==> config.mk <==
export PLATFORM = sky130hd
export DESIGN_NAME = sdram_refresh_seq
export DESIGN_NICKNAME = d
export VERILOG_FILES = /design/src/rtl/sdr_ref_pkg.sv /design/src/rtl/sdr_ref_timer.sv /design/src/rtl/sdr_cmd_seq.sv /design/src/rtl/sdram_refresh_seq.sv
export SDC_FILE = /design/constraint.sdc
export NUM_CORES = 1
export LEC_CHECK = 0
export CORE_AREA = 5 5 63 70
export DETAILED_ROUTE_END_ITERATION = 12
export DIE_AREA = 0 0 68 75
export PLACE_DENSITY = 0.78
export SYNTH_ARGS = -nofsm -noshare
export SYNTH_HDL_FRONTEND = slang
export SYNTH_SLANG_ARGS = --single-unit
==> constraint.sdc <==
create_clock -name clk -period 2.4 [get_ports clk]
set_clock_uncertainty 0.2 [all_clocks]
set_input_delay 0.48 -clock clk [delete_from_list [all_inputs] [get_ports clk]]
set_output_delay 0.48 -clock clk [all_outputs]
set_load 0.005 [all_outputs]
==> src/rtl/sdr_ref_pkg.sv <==
// Shared encodings for the refresh sequencer.
// Assumes SDRAM control pins are ordered {cs_n, ras_n, cas_n, we_n}.
package sdr_ref_pkg;

    typedef enum logic [3:0] {
        CMD_NOP = 4'b0111,
        CMD_PRE = 4'b0010,
        CMD_REF = 4'b0001
    } sd_cmd_e;

    typedef enum logic [2:0] {
        ST_IDLE,
        ST_HOLD,
        ST_GAP,
        ST_SELF,
        ST_XSR
    } seq_st_e;

    localparam logic [2:0] SWC_PALL = 3'b010;
    localparam logic [2:0] SWC_CBR  = 3'b100;

endpackage

==> src/rtl/sdr_ref_timer.sv <==
// Periodic refresh demand generator.
// Loads the interval when the enable rises and again at each expiry, so a
// changed interval only matters from the next reload. Emits a one-cycle due.
// An interval of 0 or 1 fires every cycle.
module sdr_ref_timer #(
    parameter int INTV_W = 12
) (
    input  logic              clk,
    input  logic              rst_n,
    input  logic              en,
    input  logic [INTV_W-1:0] intv,
    output logic              due
);

    logic [INTV_W-1:0] cnt_q;
    logic              en_q;

    // Count down, reload on expiry or on a fresh enable.
    always_ff @(posedge clk) begin
        if (!rst_n) begin
            cnt_q <= '0;
            en_q  <= 1'b0;
            due   <= 1'b0;
        end else begin
            en_q <= en;
            due  <= 1'b0;
            if (!en) begin
                cnt_q <= '0;
            end else if (!en_q) begin
                cnt_q <= intv;
            end else if (cnt_q <= INTV_W'(1)) begin
                cnt_q <= intv;
                due   <= 1'b1;
            end else begin
                cnt_q <= cnt_q - INTV_W'(1);
            end
        end
    end

endmodule

==> src/rtl/sdr_cmd_seq.sv <==
// Command sequencer: issues refresh, software and self-refresh commands.
// Priority in idle: pending refresh, then software command, then self entry.
// Every command is followed by TRC_CYC hold cycles and GAP_CYC idle cycles.
// Assumes TRC_CYC >= 1 and TXSR_CYC >= 1.
module sdr_cmd_seq
    import sdr_ref_pkg::*;
#(
    parameter int TRC_CYC  = 6,
    parameter int GAP_CYC  = 3,
    parameter int TXSR_CYC = 8
) (
    input  logic       clk,
    input  logic       rst_n,
    input  logic       due,
    input  logic       ref_en,
    input  logic       self_mode,
    input  logic [2:0] sw_cmd,
    input  logic       sw_stb,
    input  logic       acc_req,
    output logic       acc_gnt,
    output sd_cmd_e    cmd_q,
    output logic       a10_q,
    output logic       cke_q,
    output logic       stat_q
);

    localparam int MAX_AB = (TRC_CYC > GAP_CYC) ? TRC_CYC : GAP_CYC;
    localparam int MAXC   = (MAX_AB > TXSR_CYC) ? MAX_AB : TXSR_CYC;
    localparam int CNT_W  = $clog2(MAXC + 1);

    seq_st_e         st_q;
    logic [CNT_W-1:0] cnt_q;
    logic            pend_q;
    logic            swp_q;
    logic [2:0]      swc_q;
    logic            req_any;
    logic            sw_ok;
    logic            self_go;

    // Decode of the pending work seen by the idle state.
    always_comb begin
        req_any = pend_q | due;
        sw_ok   = (sw_cmd == SWC_PALL) || (sw_cmd == SWC_CBR);
        self_go = ref_en && self_mode;
        acc_gnt = acc_req && (st_q == ST_IDLE) && !req_any && !swp_q && !self_go;
    end

    // State, timing counter, pending flags and registered pins.
    always_ff @(posedge clk) begin
        if (!rst_n) begin
            st_q   <= ST_IDLE;
            cnt_q  <= '0;
            pend_q <= 1'b0;
            swp_q  <= 1'b0;
            swc_q  <= '0;
            cmd_q  <= CMD_NOP;
            a10_q  <= 1'b0;
            cke_q  <= 1'b1;
            stat_q <= 1'b0;
        end else begin
            cmd_q  <= CMD_NOP;
            a10_q  <= 1'b0;
            pend_q <= pend_q | due;
            if (sw_stb && sw_ok && !swp_q && st_q != ST_SELF && st_q != ST_XSR) begin
                swp_q <= 1'b1;
                swc_q <= sw_cmd;
            end
            case (st_q)
                ST_IDLE: begin
                    if (req_any) begin
                        cmd_q  <= CMD_REF;
                        pend_q <= 1'b0;
                        st_q   <= ST_HOLD;
                        cnt_q  <= CNT_W'(TRC_CYC - 1);
                    end else if (swp_q) begin
                        swp_q <= 1'b0;
                        st_q  <= ST_HOLD;
                        cnt_q <= CNT_W'(TRC_CYC - 1);
                        if (swc_q == SWC_PALL) begin
                            cmd_q <= CMD_PRE;
                            a10_q <= 1'b1;
                        end else begin
                            cmd_q <= CMD_REF;
                        end
                    end else if (self_go) begin
                        cmd_q  <= CMD_REF;
                        cke_q  <= 1'b0;
                        stat_q <= 1'b1;
                        pend_q <= 1'b0;
                        st_q   <= ST_SELF;
                    end
                end
                ST_HOLD: begin
                    if (cnt_q == '0) begin
                        if (GAP_CYC == 0) begin
                            st_q <= ST_IDLE;
                        end else begin
                            st_q  <= ST_GAP;
                            cnt_q <= CNT_W'(GAP_CYC - 1);
                        end
                    end else begin
                        cnt_q <= cnt_q - CNT_W'(1);
                    end
                end
                ST_GAP: begin
                    if (cnt_q == '0) st_q <= ST_IDLE;
                    else             cnt_q <= cnt_q - CNT_W'(1);
                end
                ST_SELF: begin
                    pend_q <= 1'b0;
                    if (!self_mode) begin
                        cke_q <= 1'b1;
                        st_q  <= ST_XSR;
                        cnt_q <= CNT_W'(TXSR_CYC - 1);
                    end
                end
                ST_XSR: begin
                    pend_q <= 1'b0;
                    if (cnt_q == '0) begin
                        stat_q <= 1'b0;
                        pend_q <= 1'b1;
                        st_q   <= ST_IDLE;
                    end else begin
                        cnt_q <= cnt_q - CNT_W'(1);
                    end
                end
                default: st_q <= ST_IDLE;
            endcase
        end
    end

endmodule

==> src/rtl/sdram_refresh_seq.sv <==
// Top of the SDRAM refresh timer and sequencer.
// Connects the interval timer to the command sequencer and maps the
// sequencer command onto the four active-low SDRAM control pins.
module sdram_refresh_seq
    import sdr_ref_pkg::*;
#(
    parameter int INTV_W   = 12,
    parameter int TRC_CYC  = 6,
    parameter int GAP_CYC  = 3,
    parameter int TXSR_CYC = 8
) (
    input  logic              clk,
    input  logic              rst_n,
    input  logic [INTV_W-1:0] cfg_interval,
    input  logic              cfg_ref_en,
    input  logic              cfg_self_mode,
    input  logic [2:0]        sw_cmd,
    input  logic              sw_cmd_stb,
    input  logic              acc_req,
    output logic              acc_gnt,
    output logic              sd_cs_n,
    output logic              sd_ras_n,
    output logic              sd_cas_n,
    output logic              sd_we_n,
    output logic              sd_a10,
    output logic              sd_cke,
    output logic              self_stat
);

    logic    due;
    sd_cmd_e cmd;

    sdr_ref_timer #(.INTV_W(INTV_W)) u_timer (
        .clk   (clk),
        .rst_n (rst_n),
        .en    (cfg_ref_en),
        .intv  (cfg_interval),
        .due   (due)
    );

    sdr_cmd_seq #(
        .TRC_CYC  (TRC_CYC),
        .GAP_CYC  (GAP_CYC),
        .TXSR_CYC (TXSR_CYC)
    ) u_seq (
        .clk       (clk),
        .rst_n     (rst_n),
        .due       (due),
        .ref_en    (cfg_ref_en),
        .self_mode (cfg_self_mode),
        .sw_cmd    (sw_cmd),
        .sw_stb    (sw_cmd_stb),
        .acc_req   (acc_req),
        .acc_gnt   (acc_gnt),
        .cmd_q     (cmd),
        .a10_q     (sd_a10),
        .cke_q     (sd_cke),
        .stat_q    (self_stat)
    );

    // Pin mapping of the registered command.
    assign {sd_cs_n, sd_ras_n, sd_cas_n, sd_we_n} = cmd;

endmodule

# --- Word level (Yosys, flattened, before mapping) ---
# Cells that the tools add are included.
# Widths: inputs -> output; s select.
totals:
  reg_bits: 33
  inputBits: 21
  out_inout_bits: 8
classes:
  n_addsub: 2
  magnitude_cmp: 1
  n_eq_ne: 19
  muxes: 37
  bitwise: 4
  n_reduce_logical: 29
op_table:
  columns: ["op", "count"]
  rows:
  - ["$mux 3", 9]
  - ["$mux 12", 2]
  - ["$mux 4", 5]
  - ["$pmux 4 s4", 1]
  - ["$mux 1", 15]
  - ["$eq 3x2->1 const B", 4]
  - ["$le 12x1->1 const B", 1]
  - ["$pmux 3 s4", 1]
  - ["$sub 12x1->12 const B", 1]
  - ["$reduce_and 5->1", 2]
  - ["$logic_and 1x1->1", 9]
  - ["$ne 2x1->1 const B", 4]
  - ["$ne 2x2->1 const B", 4]
  - ["$reduce_and 4->1", 2]
  - ["$eq 3x3->1 const B", 2]
  - ["$pmux 1 s2", 3]
  - ["$logic_not 4->1", 1]
  - ["$ne 4x1->1 const B", 1]
  - ["$reduce_and 2->1", 2]
  - ["$reduce_bool 2->1", 2]
  - ["$reduce_bool 4->1", 1]
  - ["$reduce_or 2->1", 2]
  - ["$reduce_or 4->1", 1]
  - ["$sub 4x1->4 const B", 1]
  - ["other kinds (12)", 16]

# --- Logic depth before layout (Yosys ltp) ---
logic_depth:
  word_depth: 10
  ltp_mapped: 8

# --- By module ---
# A second synthesis with hierarchy kept.
hier_totals:
  cells_unflattened: 206
  area_unflattened_um2: 1778.0
by_module_without_submodules:
  columns: ["module", "n_inst", "cells_each", "area_each_um2", "seq_area_each_um2"]
  rows:
  - ["sdr_cmd_seq", 1, 109, 920.9, 360.3]
  - ["sdr_ref_timer", 1, 97, 857.1, 280.3]

# --- Worst setup path before layout ---
# OpenSTA, ideal clock, no wires.
synth_timing:
  path_kind: "reg2reg"
  from: "register u_timer.cnt_q[7]"
  to: "register u_timer.cnt_q[10]"
  setup_ps: 122
  t_arrival_ps: 1870
  required_ps: 2078
  path_slack_ps: 209
  stages_incl_launch_ff: 8
  cell_sequence: "dfxtp_1 > or4_4 > or4_4 > o21a_1 > buf_6 > buf_8 > o21ai_1 > a21oi_1"
synth_via:
  elab_chain_cells: 3
synth_lines:
  columns: ["item", "line_no", "text"]
  rows:
  - ["from (decl)", "sdr_ref_timer.sv:15", "logic [INTV_W-1:0] cnt_q;"]
  - ["from (signal assigned)", "sdr_ref_timer.sv:30", "cnt_q <= intv;"]
  - ["from (signal assigned)", "sdr_ref_timer.sv:32", "cnt_q <= intv;"]
  - ["from (signal assigned)", "sdr_ref_timer.sv:35", "cnt_q <= cnt_q - INTV_W'(1);"]
  - ["$sub 12x1->12 or $le 12x1->1 (tied branches)", "sdr_ref_timer.sv:35, sdr_ref_timer.sv:31", null]
  - ["$mux 12 (*)", "sdr_ref_timer.sv:31", "end else if (cnt_q <= INTV_W'(1)) begin"]
  - ["$mux 12 (*)", "sdr_ref_timer.sv:29", "end else if (!en_q) begin"]
# Every way passes the cells marked *; elsewhere a longest branch is shown, timed or not.
# A chain may end at the register's enable or synchronous reset.

# --- Worst setup path in the final report ---
layout_timing:
  from: "register u_seq.st_q[2]"
  to: "register u_seq.cnt_q[2]"
layout_via:
  elab_chain_cells: 4
layout_lines:
  columns: ["item", "line_no", "text"]
  rows:
  - ["from (decl)", "sdr_cmd_seq.sv:31", "seq_st_e st_q;"]
  - ["from (signal assigned)", "sdr_cmd_seq.sv:51", "st_q <= ST_IDLE;"]
  - ["from (signal assigned)", "sdr_cmd_seq.sv:73", "st_q <= ST_HOLD;"]
  - ["from (signal assigned)", "sdr_cmd_seq.sv:77", "st_q <= ST_HOLD;"]
  - ["$eq 3x2->1 or $eq 3x3->1 (tied branches)", "sdr_cmd_seq.sv:68", "case (st_q)"]
  - ["$reduce_or 2->1 (no source line)", null, null]
  - ["$ne 2x2->1 (no source line) or $reduce_bool 4->1 (tied branches)", null, null]
  - ["$reduce_and 4->1 (no source line)", null, null]
  - ["to (signal assigned)", "sdr_cmd_seq.sv:74", "cnt_q <= CNT_W'(TRC_CYC - 1);"]
  - ["to (signal assigned)", "sdr_cmd_seq.sv:78", "cnt_q <= CNT_W'(TRC_CYC - 1);"]
  - ["to (signal assigned)", "sdr_cmd_seq.sv:99", "cnt_q <= CNT_W'(GAP_CYC - 1);"]
  - ["to (decl)", "sdr_cmd_seq.sv:32", "logic [CNT_W-1:0] cnt_q;"]
# Parallel ways exist; a longest one is shown, timed or not.

==> results.toml <==
[route]
drt-pass1-iter-count = 4
drtIter0Drc = 86
wl_per_cell_um = 12.7
drtAntennaViolNets = 0
via_per_inst = 5.20
num_vias = 1486
routed_wl_um = 3630
drc = 0

[die]
die_area_um2 = 5100
die_w_um = 68
start_util = 0.435
core_area_um2 = 3600
rows = 23
ios = 29
die_h_um = 75

[global_routing]
grt_overflow = 0
grt_pass1_vias = 1400
grt_pass1_wl_um = 5820
grt_max_degree = 19
antenna_found_initial = 0
grt_usage = 0.155

[logic_synthesis]
synth_top_area_cell = "dfxtp_1"
ys_ff_latch = 32
yosysTopAreaCellShare = 0.409
synthesis.nets = 209
synth_top_flop_cell = "dfxtp_1"
synth_most_common_cell = "dfxtp_1"
syn_area_um2 = 1570
async_flop_share = 0
ys_seq_area_frac = 0.409
synth_edf_count = 0
synth_area_leaders = "dfxtp_1 (41%), nor2_1 (4.6%), a21oi_1 (4.5%)"
synthCells = 184
synth_cell_types = 42
synth_common_cells = "dfxtp_1 (32), nor2_1 (19), nand2_1 (15)"
synth.avg_cell_area_um2 = 8.51
ys_warn_count = 0

[critical_path]
crit_path_end_kind = "register"
ff2ff_setup_slack_ns = 0.13
crit_fanout = 4
cp.required_ns = 2.37
crit_arrival_ns = 2.25
r2r_end = "u_seq.cnt_q[2]$_SDFFE_PN0P_"
r2r_start = "u_seq.st_q[2]$_SDFFE_PN0P_"
start_kind = "register"
ff2ff_path_depth = 11
setup.worst_path.class = "reg -> reg"

[clock_tree]
clock-sinks = 32
path_clk_slew_ns = 0.06
htreeDepth = 2
cts_buffer_depth = 2
root_buffer = "clkbuf_8"
cts_tree = "built"
cts_made_buffers = 5
clock_latency_ns = 0.28
cts-hold-fix-buffers = 0

[pwr]
total_power_w = 0.00206
vdd_drop_max_uv = 374
p_leak_nw = 0.872
powerDensity_nw_per_um2 = 962

[timing]
fin_setup_tns_ns = 0
final_hold_viol_count = 0
timing.fmax_ghz = 0.440
fin_crit_sh = 0.948
rsz0062_at_grt = "no"
fin_ws_ns = 0.125
maxSlewViolCount = 0
min_period_ns = 2.27
setup_viol = 0

[worst_hold_path]
hold_path.class = "reg -> reg"
holdPathEnd = "u_seq.swc_q[2]$_SDFFE_PN0P_"
hp-start = "u_seq.swc_q[2]$_SDFFE_PN0P_"
min_path_cells = 2

[outcome]
status = "complete, no violations"

[final_layout]
final_nets = 260
antennaDiodeCount = 0
fin_util = 0.597
drive_gt1_frac = 0.182
syn2layout_area_growth_pct = 37.0

[place]
gp_congestion = 0.835
dp_hpwl_um = 2560
portBuffers = 27
post-place-ws_ns = 0.0420

[flow_run]
cap_violations = 0
[metal layers]
metal	vias up	track usage	part of all wire
met5	-	0	0
met4	0	0.0773	0.019
met3	7	0.0597	0.059
met2	43	0.290	0.51
met1	676	0.143	0.41
li1	760	-	-
[worst max-delay path by stage]
stage / start / end / slack, ns / depth (start not counted)
finish: u_seq.st_q[2]$_SDFFE_PN0P_ / u_seq.cnt_q[2]$_SDFFE_PN0P_ / 0.13 / 11
global route: u_seq.st_q[2]$_SDFFE_PN0P_ / u_seq.cnt_q[2]$_SDFFE_PN0P_ / 0.02 / 11
CTS: u_seq.st_q[2]$_SDFFE_PN0P_ / u_seq.cnt_q[2]$_SDFFE_PN0P_ / 0.06 / 11
detailed placement: cfg_ref_en / acc_gnt / 0.04 / 4
global placement: cfg_ref_en / acc_gnt / 0.09 / 4
floorplan: u_timer.cnt_q[7]$_SDFF_PN0_ / u_timer.cnt_q[10]$_SDFF_PN0_ / 0.21 / 7
[report_power, final]
part	internal [W]	switching (W)	total, W	leakage (nW)
logic	0.000526	0.000457	0.000983	0.564
clock network	0.000233	0.000181	0.000414	0.0455
registers	0.000613	0.0000537	0.000667	0.263
total	0.00137	0.000691	0.00206	0.872
[cell type report]
| class | instances | area (um2) |
|---|---|---|
| fill | 308 | 1450 |
| inverter | 11 | 41.3 |
| timing repair buffer | 51 | 462 |
| clock buffer | 8 | 90.1 |
| tap | 50 | 62.6 |
| multi-input combinational | 134 | 850 |
| sequential | 32 | 641 |
[kinds of logic (layout without fill, tap and decap cells)]
kind of cell,Yosys count,count (layout),synth area share
xor gates and xnor gates,9,9,0.0503
adders and majority gates,4,4,0.0320
buffers and inverters,18,70,0.0575
other,1,1,0.00239
AOI/OAI and AO/OA,43,43,0.192
muxes,2,2,0.0136
and+or+nand+nor,75,75,0.244
DFF,32,32,0.409
[timing repair]
| action | 4_1_cts | 5_1_grt |
|---|---|---|
| gates resized for setup | 3 | 1 |
| pin swaps | 3 | 0 |
| endpoints found under the setup margin | 1 | 4 |
| buffers inserted | 10 | 0 |
[stage by stage]
step	cells	cell area (um2)	hold slack (ns)
floorplan	184	1570	0.237
global placement	268	1970	0.251
detailed placement	268	1970	0.260
CTS	286	2140	0.269
global route	286	2150	0.302
finish	286	2150	0.272
[cells in the final DEF (no fill, tap or decap), drive strengths merged, types with 3 or more instances in the layout]
cell / netlist / layout
nor4: 4 / 4
a21oi: 14 / 14
clkdlybuf4s50: 0 / 26
o21ai: 6 / 6
nor3b: 3 / 3
nor3: 9 / 9
buf: 3 / 24
inv: 11 / 11
or3: 4 / 4
nor2: 19 / 19
ha: 4 / 4
nand2: 15 / 15
clkbuf: 4 / 8
nand3: 8 / 8
dfxtp: 32 / 32
o31ai: 4 / 4
and3: 4 / 4
a211oi: 8 / 8
xnor2: 7 / 7
[sequential cells by signal, indices dropped and copies added, names as in the netlist, 3 cells and up]
register,cells
u_seq.swc_q,3
u_seq.cmd_q,3
u_seq.cnt_q,4
u_timer.cnt_q,12
u_seq.st_q,3
[critical path, stage by stage, from the launching register on]
cell     delay (ns)
dfxtp_1        0.32
nor3_2         0.21
nand2_1        0.12
buf_4          0.15
buf_4          0.12
buf_4          0.12
buf_4          0.13
buf_4          0.12
buf_4          0.13
o22ai_2        0.22
nor2_1         0.08
o221a_2        0.25
Note: power is estimated with default switching activity, not from simulation.
